==> config.mk <==
export PLATFORM = sky130hd
export DESIGN_NAME = eth_tx_pkt_fifo
export DESIGN_NICKNAME = d
export VERILOG_FILES = /design/src/rtl/txpf_pkg.sv /design/src/rtl/txpf_store.sv /design/src/rtl/txpf_wr_ctrl.sv /design/src/rtl/txpf_rd_ctrl.sv /design/src/rtl/eth_tx_pkt_fifo.sv
export SDC_FILE = /design/constraint.sdc
export NUM_CORES = 2
export LEC_CHECK = 0
export BUFFER_PORTS_ARGS = -buffer_cell sky130_fd_sc_hd__clkbuf_2
export CORE_MARGIN = 5
export CORE_UTILIZATION = 40
export DETAILED_ROUTE_END_ITERATION = 7
export PLACE_DENSITY = 0.61
export RECOVER_POWER = 25
export SETUP_SLACK_MARGIN = 0.4
export SYNTH_ARGS = -nofsm -noshare
export SYNTH_HDL_FRONTEND = slang
export SYNTH_HIERARCHICAL = 1
export SYNTH_SLANG_ARGS = --single-unit
export TNS_END_PERCENT = 20
==> constraint.sdc <==
create_clock -name clk -period 6.6 [get_ports clk]
set_input_delay 0.33 -clock clk [delete_from_list [all_inputs] [get_ports clk]]
set_output_delay 0.33 -clock clk [all_outputs]
set_load 0.01 [all_outputs]
==> src/rtl/txpf_pkg.sv <==
package txpf_pkg;

  // Readout sequencer states
  typedef enum logic [1:0] {
    RD_IDLE  = 2'd0,  // between frames, waiting for the start rule
    RD_SEND  = 2'd1,  // inside a frame
    RD_ABORT = 2'd2   // presenting the error beat of a cut frame
  } rd_state_e;

endpackage

==> src/rtl/txpf_store.sv <==
module txpf_store #(
  parameter int DATA_W = 32,
  parameter int DEPTH  = 64,
  parameter int PTR_W  = $clog2(DEPTH),
  parameter int LVL_W  = $clog2(DEPTH + 1)
) (
  input  logic              clk,
  input  logic              rst_n,
  input  logic              wr_en,
  input  logic              wr_sop,
  input  logic              wr_eop,
  input  logic [DATA_W-1:0] wr_data,
  input  logic              rd_en,
  input  logic              flush,
  output logic              head_sop,
  output logic              head_eop,
  output logic [DATA_W-1:0] head_data,
  output logic [LVL_W-1:0]  level,
  output logic [LVL_W-1:0]  pkt_cnt
);

  typedef struct packed {
    logic              sop;
    logic              eop;
    logic [DATA_W-1:0] data;
  } entry_t;

  entry_t            mem [DEPTH];
  logic [PTR_W-1:0]  wr_ptr;
  logic [PTR_W-1:0]  rd_ptr;
  entry_t            head;
  logic              pkt_in;
  logic              pkt_out;

  always_ff @(posedge clk) begin
    if (wr_en) mem[wr_ptr] <= '{sop: wr_sop, eop: wr_eop, data: wr_data};
  end

  assign head      = mem[rd_ptr];
  assign head_sop  = head.sop;
  assign head_eop  = head.eop;
  assign head_data = head.data;

  assign pkt_in  = wr_en & wr_eop;
  assign pkt_out = rd_en & head.eop;

  always_ff @(posedge clk or negedge rst_n) begin
    if (!rst_n) begin
      wr_ptr <= '0;
      rd_ptr <= '0;
    end else begin
      if (wr_en) wr_ptr <= wr_ptr + PTR_W'(1);
      if (flush)      rd_ptr <= wr_ptr;
      else if (rd_en) rd_ptr <= rd_ptr + PTR_W'(1);
    end
  end

  always_ff @(posedge clk or negedge rst_n) begin
    if (!rst_n) begin
      level <= '0;
    end else if (flush) begin
      level <= '0;
    end else begin
      case ({wr_en, rd_en})
        2'b10:   level <= level + LVL_W'(1);
        2'b01:   level <= level - LVL_W'(1);
        default: level <= level;
      endcase
    end
  end

  always_ff @(posedge clk or negedge rst_n) begin
    if (!rst_n) begin
      pkt_cnt <= '0;
    end else if (flush) begin
      pkt_cnt <= '0;
    end else begin
      case ({pkt_in, pkt_out})
        2'b10:   pkt_cnt <= pkt_cnt + LVL_W'(1);
        2'b01:   pkt_cnt <= pkt_cnt - LVL_W'(1);
        default: pkt_cnt <= pkt_cnt;
      endcase
    end
  end

  AST_NO_OVERFLOW: assert property (@(posedge clk) disable iff (!rst_n)
    wr_en |-> (level != LVL_W'(DEPTH)));
  AST_PKT_BOUND: assert property (@(posedge clk) disable iff (!rst_n)
    pkt_cnt <= level);
  AST_FLUSH_CLEARS: assert property (@(posedge clk) disable iff (!rst_n)
    flush |=> (level == '0) && (pkt_cnt == '0));

endmodule

==> src/rtl/txpf_wr_ctrl.sv <==
module txpf_wr_ctrl #(
  parameter int DEPTH   = 64,
  parameter int RDY_LAT = 0,
  parameter int LVL_W   = $clog2(DEPTH + 1)
) (
  input  logic             clk,
  input  logic             rst_n,
  input  logic             in_valid,
  input  logic             in_sop,
  input  logic             in_eop,
  input  logic [LVL_W-1:0] level,
  input  logic [LVL_W-1:0] warn_free,
  input  logic [LVL_W-1:0] full_margin,
  input  logic             flush,
  output logic             in_ready,
  output logic             space_warn,
  output logic             almost_full,
  output logic             wr_en
);

  localparam logic [LVL_W:0] DEPTH_X = (LVL_W + 1)'(DEPTH);

  logic [LVL_W:0] level_x;
  logic           grant;
  logic           accept;
  logic           open_q;
  logic           open_d;
  logic           drop_q;
  logic           drop_d;

  assign level_x     = {1'b0, level};
  assign almost_full = (level_x + {1'b0, full_margin}) >= DEPTH_X;
  assign space_warn  = (level_x + {1'b0, warn_free}) > DEPTH_X;
  assign in_ready    = ~almost_full;

  // Ready as seen by the source after the configured latency
  generate
    if (RDY_LAT == 0) begin : g_lat_zero
      assign grant = in_ready;
    end else begin : g_lat_pipe
      logic [RDY_LAT-1:0] rdy_q;
      always_ff @(posedge clk or negedge rst_n) begin
        if (!rst_n) begin
          rdy_q <= '0;
        end else begin
          rdy_q[0] <= in_ready;
          for (int i = 1; i < RDY_LAT; i++) rdy_q[i] <= rdy_q[i-1];
        end
      end
      assign grant = rdy_q[RDY_LAT-1];
    end
  endgenerate

  assign accept = in_valid & grant;
  assign wr_en  = accept & ~drop_q & ~flush;

  // Frame tracking on the user side, independent of storage
  always_comb begin
    open_d = open_q;
    if (accept) begin
      if (in_eop)      open_d = 1'b0;
      else if (in_sop) open_d = 1'b1;
    end
  end

  always_comb begin
    drop_d = drop_q;
    if (flush)                          drop_d = open_d;
    else if (drop_q && accept && in_eop) drop_d = 1'b0;
  end

  always_ff @(posedge clk or negedge rst_n) begin
    if (!rst_n) begin
      open_q <= 1'b0;
      drop_q <= 1'b0;
    end else begin
      open_q <= open_d;
      drop_q <= drop_d;
    end
  end

  AST_DROP_ENDS: assert property (@(posedge clk) disable iff (!rst_n)
    (drop_q && accept && in_eop && !flush) |=> !drop_q);
  AST_FULL_NO_READY: assert property (@(posedge clk) disable iff (!rst_n)
    (level == LVL_W'(DEPTH)) |-> !in_ready);

endmodule

==> src/rtl/txpf_rd_ctrl.sv <==
module txpf_rd_ctrl
  import txpf_pkg::*;
#(
  parameter int DATA_W = 32,
  parameter int DEPTH  = 64,
  parameter int LVL_W  = $clog2(DEPTH + 1)
) (
  input  logic              clk,
  input  logic              rst_n,
  input  logic [LVL_W-1:0]  level,
  input  logic [LVL_W-1:0]  pkt_cnt,
  input  logic              head_sop,
  input  logic              head_eop,
  input  logic [DATA_W-1:0] head_data,
  input  logic [LVL_W-1:0]  start_lvl,
  input  logic [LVL_W-1:0]  abort_lvl,
  input  logic              out_ready,
  output logic              out_valid,
  output logic              out_sop,
  output logic              out_eop,
  output logic              out_err,
  output logic [DATA_W-1:0] out_data,
  output logic              rd_en,
  output logic              flush
);

  rd_state_e state_q;
  rd_state_e state_d;
  logic      have_pkt;
  logic      start_ok;
  logic      starve;

  assign have_pkt = (pkt_cnt != '0);
  assign start_ok = have_pkt || ((start_lvl != '0) && (level >= start_lvl));
  assign starve   = !have_pkt && (level <= abort_lvl);

  always_comb begin
    state_d   = state_q;
    out_valid = 1'b0;
    out_sop   = head_sop;
    out_eop   = head_eop;
    out_err   = 1'b0;
    out_data  = head_data;
    flush     = 1'b0;
    case (state_q)
      RD_IDLE: begin
        out_valid = start_ok;
        if (start_ok && out_ready) state_d = head_eop ? RD_IDLE : RD_SEND;
      end
      RD_SEND: begin
        if (starve) begin
          flush   = 1'b1;
          state_d = RD_ABORT;
        end else begin
          out_valid = 1'b1;
          if (out_ready && head_eop) state_d = RD_IDLE;
        end
      end
      RD_ABORT: begin
        out_valid = 1'b1;
        out_sop   = 1'b0;
        out_eop   = 1'b1;
        out_err   = 1'b1;
        out_data  = '0;
        if (out_ready) state_d = RD_IDLE;
      end
      default: state_d = RD_IDLE;
    endcase
  end

  assign rd_en = out_valid & out_ready & (state_q != RD_ABORT);

  always_ff @(posedge clk or negedge rst_n) begin
    if (!rst_n) state_q <= RD_IDLE;
    else        state_q <= state_d;
  end

  AST_NO_UNDERFLOW: assert property (@(posedge clk) disable iff (!rst_n)
    rd_en |-> (level != '0));
  AST_SAF_WAIT: assert property (@(posedge clk) disable iff (!rst_n)
    (state_q == RD_IDLE && start_lvl == '0 && pkt_cnt == '0) |-> !out_valid);
  AST_ERR_BEAT: assert property (@(posedge clk) disable iff (!rst_n)
    (out_valid && out_err) |-> (out_eop && !out_sop));
  AST_VALID_HOLD: assert property (@(posedge clk) disable iff (!rst_n)
    (out_valid && !out_ready) |=> (out_valid && $stable(out_data)));

endmodule

==> src/rtl/eth_tx_pkt_fifo.sv <==
module eth_tx_pkt_fifo #(
  parameter int DATA_W  = 32,
  parameter int DEPTH   = 64,
  parameter int RDY_LAT = 0,
  parameter int LVL_W   = $clog2(DEPTH + 1)
) (
  input  logic              clk,
  input  logic              rst_n,
  input  logic [LVL_W-1:0]  cfg_start_lvl,
  input  logic [LVL_W-1:0]  cfg_warn_free,
  input  logic [LVL_W-1:0]  cfg_full_margin,
  input  logic [LVL_W-1:0]  cfg_abort_lvl,
  input  logic              in_valid,
  output logic              in_ready,
  input  logic              in_sop,
  input  logic              in_eop,
  input  logic [DATA_W-1:0] in_data,
  output logic              out_valid,
  input  logic              out_ready,
  output logic              out_sop,
  output logic              out_eop,
  output logic              out_err,
  output logic [DATA_W-1:0] out_data,
  output logic              space_warn,
  output logic              almost_full
);

  logic              wr_en;
  logic              rd_en;
  logic              flush;
  logic              head_sop;
  logic              head_eop;
  logic [DATA_W-1:0] head_data;
  logic [LVL_W-1:0]  level;
  logic [LVL_W-1:0]  pkt_cnt;

  txpf_wr_ctrl #(
    .DEPTH   (DEPTH),
    .RDY_LAT (RDY_LAT),
    .LVL_W   (LVL_W)
  ) wr_ctrl_i (
    .clk         (clk),
    .rst_n       (rst_n),
    .in_valid    (in_valid),
    .in_sop      (in_sop),
    .in_eop      (in_eop),
    .level       (level),
    .warn_free   (cfg_warn_free),
    .full_margin (cfg_full_margin),
    .flush       (flush),
    .in_ready    (in_ready),
    .space_warn  (space_warn),
    .almost_full (almost_full),
    .wr_en       (wr_en)
  );

  txpf_store #(
    .DATA_W (DATA_W),
    .DEPTH  (DEPTH),
    .LVL_W  (LVL_W)
  ) store_i (
    .clk       (clk),
    .rst_n     (rst_n),
    .wr_en     (wr_en),
    .wr_sop    (in_sop),
    .wr_eop    (in_eop),
    .wr_data   (in_data),
    .rd_en     (rd_en),
    .flush     (flush),
    .head_sop  (head_sop),
    .head_eop  (head_eop),
    .head_data (head_data),
    .level     (level),
    .pkt_cnt   (pkt_cnt)
  );

  txpf_rd_ctrl #(
    .DATA_W (DATA_W),
    .DEPTH  (DEPTH),
    .LVL_W  (LVL_W)
  ) rd_ctrl_i (
    .clk       (clk),
    .rst_n     (rst_n),
    .level     (level),
    .pkt_cnt   (pkt_cnt),
    .head_sop  (head_sop),
    .head_eop  (head_eop),
    .head_data (head_data),
    .start_lvl (cfg_start_lvl),
    .abort_lvl (cfg_abort_lvl),
    .out_ready (out_ready),
    .out_valid (out_valid),
    .out_sop   (out_sop),
    .out_eop   (out_eop),
    .out_err   (out_err),
    .out_data  (out_data),
    .rd_en     (rd_en),
    .flush     (flush)
  );

endmodule

==> summary.md <==
| Metric | Value |
|---|---|
| TritonCTS clock tree | done |
| CP endpoint kind | output pin |
| PnR Total Power | 0.0401 W |
| Total Nets Final | 3925 |
| Clock Root Buffer | clkbuf_16 |
| Combinational cell fraction of total power | 30.0% |
| Fin Setup TNS | 0 ns |
| Psw | 0.0122 W |
| WP data arrival | 5.33 ns |
| Slew @ Worst Pin | 3.32 ns |
| Highest clock rate | 0.177 GHz |
| Clock Path Buffers | 3 |
| Synth top area cells | edfxtp_1 (76%), mux4_2 (19%), dfrtp_1 (0.88%) |
| CP max FO | 49 |
| Total core area | 0.213 sq mm |
| Worst clock skew | 0.0385 ns |
| Vias in the first global route | 39658 |
| Post-Syn Area | 0.0857 sq mm |
| Worst hold slack | 0.119 ns |
| Commonest non-fill, non-tap cells in the layout | edfxtp_1 (2176), mux4_2 (704), clkbuf_16 (219) |
| All-Layer GR Usage | 19.7% |
| Setup ws final | 0.943 ns |
| Max_cap viols | 27 |
| Crit path required time | 6.27 ns |
| Register share of total power | 40.2% |
| Final ANT Viol Nets | 0 |
| Hold Path Class | in -> reg |
| DP Wirelength | 126000 um |
| Grt ovf | 0 |
| Placed Instances | 6409 |
| Synth Instances | 3525 |
| Max VDD drop | 0.000410 V |
| Syn avg cell area | 24.3 sq um |
| GPL Wtd Cong | 0.797 |
| Yosys Warn Count | 6 |
| Seq/Total Area, Yosys | 77.1% |
| Leak pwr | 30.1 nW |
| Layout cells sized above 1 | 32.5% |
| I/O Buffers | 104 |
| RSZ-0062 raised after global routing | no |
| Final WL | 221000 um |
| Tmin final | 5.66 ns |
| Fin cells | 6827 |
| Area share of the largest cell type after synthesis | 76.3% |
| Slew HR | -122% |
| Clock Sinks | 2206 |
| Gates resized, CTS repair | 0 |
| Largest area contributor in the netlist | edfxtp_1 |
| P&R area growth vs syn | 14.0% |
| #FFs+latches synth | 2206 |
| CTS Buf Count | 219 |
| Drt drc | 0 |
| DR WL/cell | 32.4 um |
| Crit path kind | reg -> out |
| Synth Flop Type | edfxtp_1 |
| Finish-stage setup viols | 0 |
| Commonest non-fill, non-tap cell in the layout | edfxtp_1 |
| Pint | 0.0280 W |
| Final Hold Vio Count | 0 |
| Die height | 473 um |
| Chip width | 473 um |
| # H-tree levels | 4 |
| Failing checks | capacitance limit, slew limit |
| Status | finished, violations left |
| First-pass GRT wire length | 312000 um |
| Sw Share | 30.3% |
| EDFF count, synth | 2176 |
| Largest net degree at the start of global routing | 138 |
| Syn nets | 3635 |
| Initial Util | 40.3% |
| Placement Setup Slack | 1.56 ns |
| Starting DRT DRC Count | 4808 |
| Power per cell area | 411 mW/mm^2 |
| Netlist cell types | 61 |
| Tcrit/Tclk final | 85.7% |
| Site row count | 169 |
| Slew Viols, Final | 1759 |
| CTS clock-pin slew for the worst setup and hold paths | 0.06 ns |
| Die area | 0.224 sq mm |
| Clk_lat worst skew | 0.85 ns |
| Clock share of power | 29.8% |
| Startpoint Class | flop |
| Top Ports | 105 |
| FFs w/ async S/R, synth | 1.36% |
| 1st-pass router iterations | 6 |
| Initial antenna violation count | 20 |
| Vias per cell | 5.82 |
| DR vias | 39743 |
[layout make-up]
cell class,instances,area [sq um]
Fill cell,17261,115000
Sequential cell,2206,66100
Multi-Input combinational cell,1109,19100
Clock buffer,271,5680
Tap cell,2821,3530
Timing Repair Buffer,251,1900
Clock inverter,132,1240
Inverter,28,105
Antenna cell,9,22.5
[registers in the layout (all words and copies together), names as in the netlist]
| register | count |
|---|---|
| store_i/pkt_cnt | 7 |
| store_i/rd_ptr | 6 |
| rd_ctrl_i/state_q | 2 |
| store_i/mem | 2176 |
| store_i/level | 7 |
| wr_ctrl_i/drop_q | 1 |
| store_i/wr_ptr | 6 |
| wr_ctrl_i/open_q | 1 |
[cell families (layout without fill, tap and decap cells)]
logic type | count (synthesis) | after routing | share of synthesized area [%]
fa+ha+maj | 44 | 44 | 0.678
xor+xnor | 21 | 21 | 0.215
flops | 2206 | 2206 | 77.1
simple gates | 225 | 225 | 1.34
mux | 731 | 731 | 18.8
buf+inv | 210 | 682 | 1.13
other cells | 0 | 9 | 0
compound gates | 88 | 88 | 0.664
[routing by layer]
layer | part of all wire, % | global-route usage (%) | vias up | wire length (um)
met5 | 0.012 | 0 | - | 27
met4 | 2.0 | 4.46 | 4 | 4310
met3 | 9.0 | 4.19 | 272 | 19800
met2 | 47 | 30.7 | 1795 | 105000
met1 | 42 | 28.9 | 21868 | 92000
li1 | - | - | 15804 | -
[power by group through the flow]
stage | sequential [W] | clock [W] | combinational (W)
finish | 0.0161 | 0.0119 | 0.0120
global route | 0.0162 | 0.0128 | 0.0127
CTS | 0.0161 | 0.0122 | 0.0123
detailed placement | 0.0164 | 0 | 0.0122
global placement | 0.0164 | 0 | 0.0122
floorplan | 0.0160 | 0 | 0.00823
[timing repair]
| item | CTS | global route |
|---|---|---|
| endpoints found under the hold margin | 34 | 0 |
| buffers inserted | 0 | 0 |
| hold buffers | 6 | 0 |
[synth_stat cells, drive strengths merged (3+ instances only)]
| library cell | count |
|---|---|
| nand2b | 12 |
| dfrtp | 30 |
| and2 | 36 |
| nand4 | 7 |
| or3 | 7 |
| nor4 | 3 |
| fa | 4 |
| nor2b | 9 |
| and3 | 5 |
| ha | 40 |
| o21bai | 5 |
| mux2i | 22 |
| nand2 | 29 |
| or2 | 3 |
| a21o | 6 |
| clkbuf | 76 |
| inv | 28 |
| o22ai | 3 |
| mux4 | 704 |
| xnor2 | 15 |
| a211oi | 6 |
| nor2 | 87 |
| a21oi | 28 |
| buf | 106 |
| nor3 | 3 |
| nand3 | 14 |
| o21ai | 20 |
| xor2 | 6 |
| edfxtp | 2176 |
| mux2 | 5 |
[worst paths after layout]
path	startpoint	to	slack, ns	depth (start not counted)
worst min register to register	wr_ctrl_i/open_q$_DFF_PN0_	wr_ctrl_i/open_q$_DFF_PN0_	0.50	2
worst max-delay path	store_i/rd_ptr[0]$_DFFE_PN0P_	out_data[5]	0.94	7
min in group asynchronous	rst_n	store_i/pkt_cnt[1]$_DFFE_PN0P_	0.16	2
worst min-delay path	cfg_start_lvl[0]	rd_ctrl_i/state_q[0]$_DFFE_PN0P_	0.12	5
worst max register to register	store_i/level[1]$_DFFE_PN0P_	store_i/mem[5][13]$_DFFE_PP_	1.48	13
max in group asynchronous	rst_n	store_i/rd_ptr[4]$_DFFE_PN0P_	5.78	2
[critical path: stages, from the launching register on]
cell and delay (ns):
dfrtp_4 1.08, buf_4 0.41, buf_4 0.72, mux4_2 0.61
mux4_2 0.53, mux4_2 0.53, and2_1 0.27, clkbuf_2 0.19
[metrics by stage]
stage                     util, %  cell area (sq um)
final                        46.0              97700
after global routing         46.0              97700
after CTS                    46.0              97800
after detailed placement     42.7              90800
after global placement       42.7              90800
after floorplan                 -              85700
No activity file was read; power rests on OpenSTA's default activity.
